===== src/rtl/netc_irq_pkg.sv =====
package netc_irq_pkg;
    localparam int NUM_SRC     = 3;
    localparam int EN_W        = NUM_SRC + 1;
    localparam int IDX_TX_DONE = 0;
    localparam int IDX_TX_ERR  = 1;
    localparam int IDX_RX_ERR  = 2;
    localparam int IDX_GIE     = NUM_SRC;

    typedef enum logic [1:0] {
        HOP_NOP   = 2'b00,
        HOP_WR_EN = 2'b01,
        HOP_CLR   = 2'b10,
        HOP_RSVD  = 2'b11
    } host_op_e;

    function automatic logic [NUM_SRC-1:0] qualify(
        input logic [NUM_SRC-1:0] flags,
        input logic [EN_W-1:0]    en
    );
        return en[IDX_GIE] ? (flags & en[NUM_SRC-1:0]) : '0;
    endfunction
endpackage


===== src/rtl/netc_flag_bank.sv =====
module netc_flag_bank #(
    parameter int N   = netc_irq_pkg::NUM_SRC,
    parameter int TXD = netc_irq_pkg::IDX_TX_DONE,
    parameter int TXE = netc_irq_pkg::IDX_TX_ERR
) (
    input  logic         clk,
    input  logic         rst,
    input  logic [N-1:0] evt,
    input  logic [N-1:0] clr_mask,
    output logic [N-1:0] flag_q,
    output logic [N-1:0] flag_d
);
    for (genvar i = 0; i < N; i++) begin : g_flag
        logic set_bit;
        if (i == TXD) begin : g_linked
            assign set_bit = evt[i] | evt[TXE];
        end else begin : g_plain
            assign set_bit = evt[i];
        end
        // set has priority over a clear of the same bit
        assign flag_d[i] = set_bit | (flag_q[i] & ~clr_mask[i]);
        always_ff @(posedge clk) begin
            if (rst) flag_q[i] <= 1'b0;
            else     flag_q[i] <= flag_d[i];
        end
    end
endmodule


===== src/rtl/netc_enable_reg.sv =====
module netc_enable_reg #(
    parameter int W = netc_irq_pkg::EN_W
) (
    input  logic         clk,
    input  logic         rst,
    input  logic         wr,
    input  logic [W-1:0] wdata,
    output logic [W-1:0] en_q,
    output logic [W-1:0] en_d
);
    assign en_d = wr ? wdata : en_q;
    always_ff @(posedge clk) begin
        if (rst) en_q <= '0;
        else     en_q <= en_d;
    end
endmodule


===== src/rtl/netc_irq_pulse.sv =====
module netc_irq_pulse #(
    parameter int N = netc_irq_pkg::NUM_SRC
) (
    input  logic         clk,
    input  logic         rst,
    input  logic [N-1:0] qual_q,
    input  logic [N-1:0] qual_d,
    output logic         irq_n
);
    logic rise;
    assign rise = |(qual_d & ~qual_q);
    always_ff @(posedge clk) begin
        if (rst) irq_n <= 1'b1;
        else     irq_n <= ~rise;
    end
endmodule


===== src/rtl/netc_irq_flags.sv =====
module netc_irq_flags
    import netc_irq_pkg::*;
#(
    parameter int NSRC = netc_irq_pkg::NUM_SRC,
    parameter int ENW  = NSRC + 1
) (
    input  logic            clk,
    input  logic            rst,
    input  logic [NSRC-1:0] evt_i,
    input  logic [1:0]      host_op_i,
    input  logic [ENW-1:0]  host_wdata_i,
    output logic [NSRC-1:0] flags_o,
    output logic [ENW-1:0]  enables_o,
    output logic            irq_n_o
);
    host_op_e        op;
    logic [NSRC-1:0] clr_mask;
    logic [NSRC-1:0] flag_d;
    logic [ENW-1:0]  en_d;
    logic [NSRC-1:0] qual_q;
    logic [NSRC-1:0] qual_d;

    assign op       = host_op_e'(host_op_i);
    assign clr_mask = (op == HOP_CLR) ? host_wdata_i[NSRC-1:0] : '0;

    netc_flag_bank #(.N(NSRC), .TXD(IDX_TX_DONE), .TXE(IDX_TX_ERR)) u_flags (
        .clk      (clk),
        .rst      (rst),
        .evt      (evt_i),
        .clr_mask (clr_mask),
        .flag_q   (flags_o),
        .flag_d   (flag_d)
    );

    netc_enable_reg #(.W(ENW)) u_enables (
        .clk   (clk),
        .rst   (rst),
        .wr    (op == HOP_WR_EN),
        .wdata (host_wdata_i),
        .en_q  (enables_o),
        .en_d  (en_d)
    );

    assign qual_q = qualify(flags_o, enables_o);
    assign qual_d = qualify(flag_d, en_d);

    netc_irq_pulse #(.N(NSRC)) u_pulse (
        .clk    (clk),
        .rst    (rst),
        .qual_q (qual_q),
        .qual_d (qual_d),
        .irq_n  (irq_n_o)
    );
endmodule


===== config.mk =====
export PLATFORM = sky130hd
export DESIGN_NAME = netc_irq_flags
export DESIGN_NICKNAME = d
export VERILOG_FILES = /design/src/rtl/netc_irq_pkg.sv /design/src/rtl/netc_flag_bank.sv /design/src/rtl/netc_enable_reg.sv /design/src/rtl/netc_irq_pulse.sv /design/src/rtl/netc_irq_flags.sv
export SDC_FILE = /design/constraint.sdc
export NUM_CORES = 1
export LEC_CHECK = 0
export ABC_AREA = 1
export CAP_MARGIN = 10
export CORE_AREA = 2 2 39 41
export DETAILED_ROUTE_END_ITERATION = 8
export DIE_AREA = 0 0 41 43
export GPL_TIMING_DRIVEN = 0
export PLACE_DENSITY = 0.74
export SETUP_SLACK_MARGIN = 0.3
export SYNTH_ARGS = -nofsm -noshare
export SYNTH_HDL_FRONTEND = slang
export SYNTH_SLANG_ARGS = --single-unit

===== constraint.sdc =====
create_clock -name clk -period 0.8 [get_ports clk]
set_input_delay 0.12 -clock clk [delete_from_list [all_inputs] [get_ports clk]]
set_output_delay 0.12 -clock clk [all_outputs]
set_load 0.02 [all_outputs]

### Word-level counts from Yosys, hierarchy flattened

Index checks and enable logic that the tools add are counted.

| cells by class | value |
|---|---|
| eq/ne operators | 2 |
| multiplexer cells | 4 |
| bitwise operators | 15 |
| reductions and logical operators | 1 |

Operators with widths:

| kind | count |
|---|---|
| bitwise AND 3 bit | 3 |
| 2-to-1 mux 3 bit | 3 |
| 2-to-1 mux 4 bit | 1 |
| inverter 1 bit | 4 |
| bitwise OR 1 bit | 4 |
| bitwise AND 1 bit | 3 |
| inverter 3 bit | 1 |
| OR reduction 3 bit | 1 |
| equality test 2 x 1 -> 1 bit (second input constant) | 1 |
| equality test 2 bit (second input constant) | 1 |

| storage, ports and cells | value |
|---|---|
| flip-flop bits (word level) | 8 |
| input port bits | 11 |

### Logic depth before layout (Yosys ltp)

Gate-level depths: netlist of run 1.

| depth | value |
|---|---|
| depth in word-level cells | 10 |
| depth in mapped cells | 8 |
| depth with buffers taken out | 8 |

### Modules after synthesis

A second synthesis of run 1 with hierarchy kept.

| second synthesis, totals | value |
|---|---|
| cells, all modules | 84 |
| area total of the unflattened synthesis | 455.4 sq um |

Modules (own cells, without submodules):

| module | times used | cells each | area each (sq um) | seq. area each (sq um) |
|---|---|---|---|---|
| netc_enable_reg | 1 | 33 | 191.4 | 80.1 |
| netc_flag_bank | 1 | 18 | 120.1 | 60.1 |
| netc_irq_flags | 1 | 23 | 88.8 | 0.0 |
| netc_irq_pulse | 1 | 10 | 55.1 | 20.0 |

### Worst setup path before layout of run 1

No wires, ideal clock.

| path | value |
|---|---|
| path kind | reg2reg |
| start | register u_enables.en_q[2] |
| end | register u_pulse.irq_n |
| setup time | 0.117 ns |
| arrival time | 0.836 ns |
| required time | 0.683 ns |
| setup slack | -0.152 ns |
| stages on the path, launching flop included | 8 |
| buffers on the path | 0 |
| path through | dfxtp_1 inv_1 nand2_1 nand2_1 nor2_1 nand2_1 nand3_1 nand2_1 |

| on the way | value |
|---|---|
| cells in the longest elaborated chain, start to end | 6 |
| elaborated cells between the ends (all ways) | 9 |
| those cells by class | 3 x mux; 5 x bitwise; 1 x reduce/logical |

RTL lines:

| item | line | text |
|---|---|---|
| start, declared | netc_enable_reg.sv:8 | `output logic [W-1:0] en_q,` |
| start signal, assigned | netc_enable_reg.sv:14 | `else en_q <= en_d;` |
| 2-to-1 mux 4 bit / bitwise AND 3 bit (equally long branches) | netc_enable_reg.sv:11, netc_irq_pkg.sv:20 |  |
| bitwise AND 3 bit / 2-to-1 mux 3 bit (equally long branches) | netc_irq_pkg.sv:20 | `return en[IDX_GIE] ? (flags & en[NUM_SRC-1:0]) : '0;` |
| 2-to-1 mux 3 bit / inverter 3 bit (equally long branches) | netc_irq_pkg.sv:20, netc_irq_pulse.sv:11 |  |
| bitwise AND 3 bit (*) | netc_irq_pulse.sv:11 | `assign rise = \|(qual_d & ~qual_q);` |
| OR reduction 3 bit (*) | netc_irq_pulse.sv:11 |  |
| inverter 1 bit (*) | netc_irq_pulse.sv:14 | `else irq_n <= ~rise;` |
| end signal, assigned | netc_irq_pulse.sv:14 |  |
| end, declared | netc_irq_pulse.sv:8 | `output logic irq_n` |

Every way passes the cells marked *; elsewhere a longest branch is shown, timed or not.
A chain may end at the register's enable or synchronous reset.

### Worst setup path in the final report of run 1

| path | value |
|---|---|
| start | register u_enables.en_q[0] |
| end | register u_pulse.irq_n |

Same word-level chain as after synthesis.

==> flow_summary.toml, run 1 <==
[sta]
hold_violations = 0
fin_ws_ns = -0.0961
post-route-min-period_ns = 0.896
final-setup-viol-count = 9
skew_ns = 0.00664
max_freq_mhz = 1120
relSlewSlack_pct = 80.4
grt_setup_unrepaired = "yes"
finalCritPeriodShare_pct = 112
worstMarginPinSlew_ns = 0.295
slew_viol_final = 0

[yosys]
synth_compound_area_share_pct = 5.33
synth_xor_xnor_area_share_pct = 0
synth_top_family_by_area = "simple AND/OR/NAND/NOR gates"
yosys_warnings = 0
syn_avg_cell_area_um2 = 6.26
ys.flop_type = "dfxtp_1"
yosys-mux-area-fraction_pct = 0
synth_edf_count = 0
ys_async_sr_fraction_pct = 0
synth_top_area_share_pct = 42.7
synthCells = 60
yosysTopAreaCell = "dfxtp_1"
yosys.cell_count.top_type = "nand2_1"
yosys.area_share.simple_pct = 43.0
synth.yosys.seq_area_share_pct = 42.7
synth_area_leaders = "dfxtp_1 (43%), nand2_1 (20%), nor2_1 (10%)"
synth_seq_cells = 8
synth_nets = 71
ys_top_cells_by_count = "nand2_1 (20), nor2_1 (10), dfxtp_1 (8), inv_1 (8), nand3_1 (7)"
netlist_area_um2 = 375
synth_fa_ha_area_share_pct = 0
synth_cell_types = 9

[place]
portBuffers = 18
dp_hpwl_um = 777
dpl_cell_area_um2 = 613
dpl_worst_slack_ns = -0.554
place_congestion = 0.846

[power_and_ir_drop]
clockPowerShare_pct = 33.1
switching_share_pct = 30.0
total_power_w = 0.00105
switchingPower_w = 0.000314
p_comb_share_pct = 24.5
p_seq_share_pct = 42.4
p_leak_nw = 0.312
p_per_area_nw_per_um2 = 1580
peakVddDrop_mv = 0.623
p_int_w = 0.000733

[drt]
drt-total-wl_mm = 1.11
drc = 0
drt-wirelength-per-cell_um = 11.2
ant_nets = 0
via_count = 474
vias_per_cell = 4.79
drt_first_pass_iters = 4
drt_iter0_markers = 14

[global_route]
grt_use_total_pct = 14.8
overflow = 0
grt_pass1_wl_mm = 1.80
grt_max_degree = 8
antenna_found_initial = 0
grt_pass1_vias = 455

[clock_tree]
clkLatencyLatePin_ns = 0.26
cts_sinks = 8
clk_pin_slew_ns = 0.06
cts_tree = "done"
cts_buffers = 3
cts_root_buf = "clkbuf_4"
htree_num_levels = 1
cts.path.max_buffers = 2

[final_layout]
drive_gt1_share_pct = 43.4
layout.nets = 95
diodes = 0
fin_area_um2 = 664
utilization_pct = 48.0
regArea_um2 = 186
fillers = 149
area_growth_pct = 77.0
multi_input_area_um2 = 210

[floorplan]
die_w_um = 41
die-area_um2 = 1760
fp.dieH_um = 43
core_area_um2 = 1380
start_util_pct = 27.1
pin_count = 19
rows = 14

[critical_path]
crit_required_ns = 0.95
critPathArrivalTime_ns = 1.04
crit_type = "register to register"
crit_path_max_fanout = 2
start_kind = "register"
endpoint_kind = "register"

[outcome]
violations = "setup timing"
status = "finished with violations"

[worst_hold_path]
min_path_type = "input pin to register"

[run]
maxCapViolations = 0
-- final timing paths --
check,start,to,slack (ns),cells after the start
hold reg to reg,u_flags.flag_q[2],u_flags.flag_q[2],0.49,2
setup / recovery,u_enables.en_q[0],u_pulse.irq_n,-0.1,7
setup reg to reg,u_enables.en_q[0],u_pulse.irq_n,-0.1,7
hold / removal,host_op_i[1],u_flags.flag_q[1],0.26,4
-- registers in the layout (all words and copies together) (netlist names) --
| name | flops |
|---|---|
| u_enables.en_q | 4 |
| u_flags.flag_q | 3 |
| u_pulse.irq_n | 1 |
-- power groups by stage --
stage	registers (W)	clock network (W)	logic, W
4_1_cts	0.000444	0.000356	0.000245
3_3_place_gp	0.000446	0	0.000239
2_1_floorplan	0.000477	0	0.0000838
5_1_grt	0.000447	0.000380	0.000279
6_report	0.000444	0.000346	0.000257
3_5_place_dp	0.000448	0	0.000242
-- through the flow --
| stage | hold WS (ns) | cells | TNS [ns] |
|---|---|---|---|
| 4_1_cts | 0.269 | 99 | -0.480 |
| 2_1_floorplan | 0.179 | 60 | -0.0546 |
| 6_report | 0.264 | 99 | -0.469 |
| 3_3_place_gp | 0.473 | 94 | -4.83 |
| 5_1_grt | 0.294 | 99 | -0.702 |
| 3_5_place_dp | 0.479 | 94 | -4.99 |
-- per-layer routing --
metal / wire length, um / track usage, %
met1: 419 / 18.3
met2: 614 / 24.4
met3: 43 / 0
met4: 29 / 8.67
met5: 0 / 0
-- timing repair --
item                       in CTS  in global routing
buffers inserted                1                  0
hold buffers                    0                  0
resized for setup              59                  6
pin swaps                       6                  2
setup endpoints to repair      16                 16
-- worst max-delay path, cell delays in order (launching register included) --
cell and delay, ns:
dfxtp_4 0.36, inv_2 0.04, nand2_1 0.05, nand2_1 0.07
nor2_1 0.09, nand2_1 0.07, nand3_2 0.07, nand2_1 0.04
-- cell families after synthesis --
family,Yosys count
DFF,8
AOI/OAI and AO/OA,4
and+or+nand+nor,39
buffers and inverters,9
-- area by class of cell --
cell class | count | share of cell area [%]
flip-flops and latches | 8 | 28.1
repair buffers | 19 | 28.2
well taps | 16 | 3.01
multi-input cells | 43 | 31.6
inverters | 9 | 5.08
clock buffers | 4 | 3.95
-- cell usage in the layout (no fill, tap or decap) --
cell,netlist,layout
dfxtp_4,0,7
clkbuf_4,0,3
nand2_1,20,15
a21oi_1,4,3
nor2_1,10,9
clkdlybuf4s15_2,0,1
a21oi_2,0,1
inv_2,1,5
nand3_1,7,5
clkdlybuf4s50_1,0,3
nand3b_1,1,1
inv_1,8,4
nor2_2,0,1
nand3_2,0,2
buf_6,0,8
buf_4,0,1
clkbuf_2,0,1
nand2_2,1,6
dfxtp_1,8,1
clkbuf_1,0,1
dlygate4sd2_1,0,5
Power figures use the tool's default switching activity.
==> inputs of run 2 (changes only) <==
Settings changed: CTS_CLUSTER_DIAMETER from default to 50, DONT_BUFFER_PORTS from default to 1, PLACE_DENSITY 0.74 to 0.55, SLEW_MARGIN from default to 20.
==> run 2 against run 1 <==
  * The run ends with hold timing, setup timing left
  * Sequential share of layout area increased by 9.5 points
  * Maximum frequency decreased by 1.2%
  * Utilization fell by 12 points
  * Routed wire length decreased by 16%
  * Hold slack got worse by 0.36 ns
  * Combinational power shrank 52%
  * Die area unchanged
  * Critical path depth stayed put
  * Sequential power grew 7.0%
  * Largest cell class unchanged
==> flow_summary.toml, run 2 (synthesis results as in run 1) <==
[power_and_ir_drop]
peakVddDrop_mv = 0.650
switchingPower_w = 0.000283
p_per_area_nw_per_um2 = 1910
p_seq_share_pct = 49.9
p_int_w = 0.000668
total_power_w = 0.000950
p_leak_nw = 0.223
p_comb_share_pct = 12.9
clockPowerShare_pct = 37.2
switching_share_pct = 29.8

[global_route]
grt_use_total_pct = 13.0
antenna_found_initial = 0
overflow = 0
grt_pass1_wl_mm = 1.38
grt_max_degree = 8
grt_pass1_vias = 338

[critical_path]
worst_path_largest_cell_delay_ns = 0.38
critPathArrivalTime_ns = 1.07
cp_top_family = "flip-flops"
crit_path_cell_trace = "inv_2, nand2_1, nand2_1, nor2_1, nand2_1, nand3_2, nand2_1"
crit_type = "register to register"
endpoint_kind = "register"
critPathLaunch = "u_enables.en_q[1]"
start_kind = "register"
crit_required_ns = 0.96
path_buf_inv = 1
regToRegStartpoint = "u_enables.en_q[1]"
crit_top_cell = "nand2_1"
cp_slowest_cell = "dfxtp_4"
crit_path_max_fanout = 2

[floorplan]
fp.dieH_um = 43
core_area_um2 = 1380
rows = 14
die_w_um = 41
die-area_um2 = 1760
pin_count = 19
start_util_pct = 27.1

[final_layout]
area_growth_pct = 32.3
regMostFlops = "u_enables.en_q"
drive_gt1_share_pct = 39.4
final_cell_mix = "nand2_1 (16), nor2_1 (9), dfxtp_4 (7)"
largest_reg_flops = 4
diodes = 0
final_common_cell = "nand2_1"
reg_top3 = "u_enables.en_q x4, u_flags.flag_q x3, u_pulse.irq_n x1"
fin_area_um2 = 497
layout.nets = 78

[place]
dpl_cell_area_um2 = 433
portBuffers = 0
dp_hpwl_um = 695
place_congestion = 0.723

[drt]
ant_nets = 0
drt_first_pass_iters = 3
drt-total-wl_um = 928
drt_iter0_markers = 10
drt-wirelength-per-cell_um = 11.3
drc = 0
vias_per_cell = 4.72
via_count = 387

[sta]
final-setup-viol-count = 2
max_freq_mhz = 1100
relSlewSlack_pct = 86.1
skew_ns = 0.00114
grt_setup_unrepaired = "yes"
finalCritPeriodShare_pct = 113
slew_viol_final = 0
worstMarginPinSlew_ns = 0.208
fin_ws_ns = -0.107
hold_violations = 8
hold-worst-slack_ns = -0.101
post-route-min-period_ns = 0.907

[run]
maxCapViolations = 0

[clock_tree]
clk_pin_slew_ns = 0.06
cts.path.max_buffers = 2
cts_root_buf = "clkbuf_4"
cts_buffers = 3
cts_sinks = 8
clkLatencyLatePin_ns = 0.26
htree_num_levels = 1
cts_tree = "done"

[worst_hold_path]
min_path_type = "input pin to register"
hold_start = "rst"

[outcome]
status = "finished with violations"
violations = "hold timing, setup timing"
[run 2: changes by cell type in the layout (fill, tap and decap cells not counted), moves of 2 or more]
cell / delta
clkdlybuf4s50_1: -3
buf_6: -8
dlygate4sd2_1: -5
a21oi_1: -2
nand2_2: -2
a21oi_2: +2
[run 2: area by class of cell]
class | instances | area [um^2]
Fill cell | 152 | 887
Multi-Input combinational cell | 43 | 215
Timing Repair Buffer | 2 | 15.0
Tap cell | 16 | 20.0
Inverter | 9 | 33.8
Clock buffer | 4 | 26.3
Sequential cell | 8 | 186
[run 2: per-stage QoR]
step | setup TNS [ns] | util (%) | std cells | setup WS [ns]
2_1_floorplan | -0.0546 | - | 60 | -0.0546
3_3_place_gp | -0.108 | 31.3 | 76 | -0.108
3_5_place_dp | -0.115 | 31.3 | 76 | -0.115
4_1_cts | -0.125 | 34.8 | 81 | -0.122
5_1_grt | -0.330 | 35.9 | 82 | -0.207
6_report | -0.113 | 35.9 | 82 | -0.107
[run 2: worst reg2reg max path: stages, from the launching register on]
cell and delay, ns:
dfxtp_4 0.38, inv_2 0.04, nand2_1 0.05, nand2_1 0.06, nor2_1 0.10, nand2_1 0.07, nand3_2 0.06, nand2_1 0.04
[run 2: what timing repair did]
action,4_1_cts,5_1_grt
setup endpoints to repair,16,16
pin swaps,8,8
gates resized for setup,4,2
setup buffers,1,1
endpoints found under the hold margin,8,8
[run 2: final timing paths]
check | endpoint | slack (ns) | depth (start not counted)
worst max-delay path | u_pulse.irq_n | -0.11 | 7
worst min-delay path | u_flags.flag_q[0] | -0.10 | 1
worst max register to register | u_pulse.irq_n | -0.11 | 7
worst min register to register | u_flags.flag_q[0] | 0.51 | 2
[run 2: power groups by stage]
stage | clock, W | sequential, W | combinational, W
3_5_place_dp | 0 | 0.000483 | 0.0000973
6_report | 0.000353 | 0.000475 | 0.000123
4_1_cts | 0.000356 | 0.000476 | 0.000111
5_1_grt | 0.000393 | 0.000478 | 0.000140
3_3_place_gp | 0 | 0.000483 | 0.0000960
2_1_floorplan | 0 | 0.000477 | 0.0000838
[run 2: layer usage]
layer / global-route usage [%] / up-vias / wire (um) / part of all wire (%)
met5: 0 / - / 0 / 0
met4: 14.0 / 0 / 46 / 5.0
met3: 7.85 / 5 / 100 / 11
met2: 16.6 / 14 / 418 / 45
met1: 12.9 / 168 / 363 / 39
li1: - / 200 / - / -
==> inputs of run 3 (changes only) <==
==> constraint.sdc (replaced) <==
create_clock -name clk -period 0.8 [get_ports clk]
set_input_delay 0.16 -clock clk [delete_from_list [all_inputs] [get_ports clk]]
set_output_delay 0.16 -clock clk [all_outputs]
set_load 0.02 [all_outputs]
==> run 3 against run 2 <==
  * The flow still finishes with violations (hold timing, setup timing)
  * Die area is the same
  * Register-to-register slack lost 0.02 ns
  * Non-clock buffer count is the same
  * First-iteration DRC count shrank 70%
  * Routed wire length shrank 0.97%
  * Via count grew 0.52%
  * Clock skew grew 0.0044 ns
  * Flip-flop and latch count is the same
  * Sequential share of layout area grew 0.85 points
  * Final cell count shrank 1.2%
  * Largest power group unchanged
==> flow_summary.toml, run 3 (synthesis results as in run 1) <==
[outcome]
status = "finished with violations"
violations = "hold timing, setup timing"

[floorplan]
start_util_pct = 27.1
die_w_um = 41
pin_count = 19
die-area_um2 = 1760
core_area_um2 = 1380
rows = 14
fp.dieH_um = 43

[global_route]
grt_pass1_vias = 338
antenna_found_initial = 0
grt_use_total_pct = 13.1
overflow = 0
grt_max_degree = 8
grt_pass1_wl_mm = 1.53

[clock_tree]
cts.path.max_buffers = 2
clk_pin_slew_ns = 0.06
cts_tree = "done"
htree_num_levels = 1
cts_root_buf = "clkbuf_4"
clkLatencyLatePin_ns = 0.26
cts_sinks = 8
cts_buffers = 3

[final_layout]
layout.nets = 78
drive_gt1_share_pct = 43.1
diodes = 0
final_common_cell = "nand2_1"
largest_reg_flops = 4
regMostFlops = "u_enables.en_q"
final_cell_mix = "nand2_1 (15), nor2_1 (10), dfxtp_4 (8)"
fillers = 164
utilization_pct = 35.8
reg_top3 = "u_enables.en_q x4, u_flags.flag_q x3, u_pulse.irq_n x1"
area_growth_pct = 32.0

[power_and_ir_drop]
peakVddDrop_mv = 0.712
p_per_area_nw_per_um2 = 1860
p_leak_nw = 0.220

[sta]
skew_ns = 0.00555
relSlewSlack_pct = 88.4
hold_violations = 8
max_freq_mhz = 1080
slew_viol_final = 0
tns_ns = -0.207
finalCritPeriodShare_pct = 115
hold-worst-slack_ns = -0.0579
worstMarginPinSlew_ns = 0.173
post-route-min-period_ns = 0.923
final-setup-viol-count = 8
grt_setup_unrepaired = "yes"
fin_ws_ns = -0.123

[drt]
drc = 0
drt_first_pass_iters = 2
via_count = 389
wl_met3_um = 86
drt_iter0_markers = 3
ant_nets = 0
top_layer = "met4"
drt-met1-wl_um = 379
vias_per_cell = 4.80
drt-total-wl_um = 919
drt-wirelength-per-cell_um = 11.3
wl_met2_um = 425

[critical_path]
critPathArrivalTime_ns = 1.08
crit_required_ns = 0.95
start_kind = "register"
crit_type = "register to register"
crit_path_max_fanout = 2
ff2ff_path_depth = 7
endpoint_kind = "register"

[place]
dp_hpwl_um = 704
portBuffers = 0
place_congestion = 0.777

[run]
maxCapViolations = 0

[worst_hold_path]
worstHoldPathCells = 1
min_path_type = "input pin to register"
-- run 3: layout make-up --
class / instances / area, um^2 / area share (%)
multi-input combinational: 43 / 214 / 43.2
sequential: 8 / 190 / 38.4
inverter: 9 / 33.8 / 6.82
clock buffer: 3 / 22.5 / 4.55
tap: 16 / 20.0 / 4.04
timing repair buffer: 2 / 15.0 / 3.03
-- run 3: worst paths after layout --
| path | endpoint | startpoint | slack [ns] |
|---|---|---|---|
| max | u_pulse.irq_n | u_enables.en_q[0] | -0.12 |
| min | u_flags.flag_q[1] | rst | -0.06 |
| max reg2reg | u_pulse.irq_n | u_enables.en_q[0] | -0.12 |
| min reg2reg | u_flags.flag_q[2] | u_flags.flag_q[2] | 0.52 |
-- run 3: worst max-delay path, cell delays in order, from the launching register on --
cell and delay, ns:
dfxtp_4 0.39, inv_2 0.04, nand2_1 0.05, nand2_1 0.07, nor2_1 0.09, nand2_1 0.07
nand3_2 0.07, nand2_1 0.04
-- run 3: where the power goes --
part | switching [W] | internal [W] | leakage [nW]
Clock | 0.000153 | 0.000173 | 0.0138
Sequential | 0.0000546 | 0.000417 | 0.0704
Combinational | 0.0000684 | 0.0000560 | 0.136
-- run 3: timing repair --
item                                    in CTS  in global routing
pin swaps                                    6                  4
endpoints found under the setup margin      16                 16
resized for setup                            2                  4
buffers inserted                             0                  2
hold endpoints to repair                     8                  8
-- run 3: per-stage QoR --
step | total power, W | instances | instance area (um^2) | setup slack [ns]
2_1_floorplan | 0.000559 | 60 | 417 | -0.0543
3_3_place_gp | 0.000577 | 76 | 437 | -0.110
3_5_place_dp | 0.000579 | 76 | 437 | -0.113
4_1_cts | 0.000902 | 79 | 467 | -0.109
5_1_grt | 0.000982 | 81 | 495 | -0.185
6_report | 0.000922 | 81 | 495 | -0.123
-- run 3: routing by layer --
metal,vias to the layer above,global-route usage (%)
met5,-,0
met4,0,8.00
met3,5,6.81
met2,14,16.9
met1,172,16.5
li1,198,-
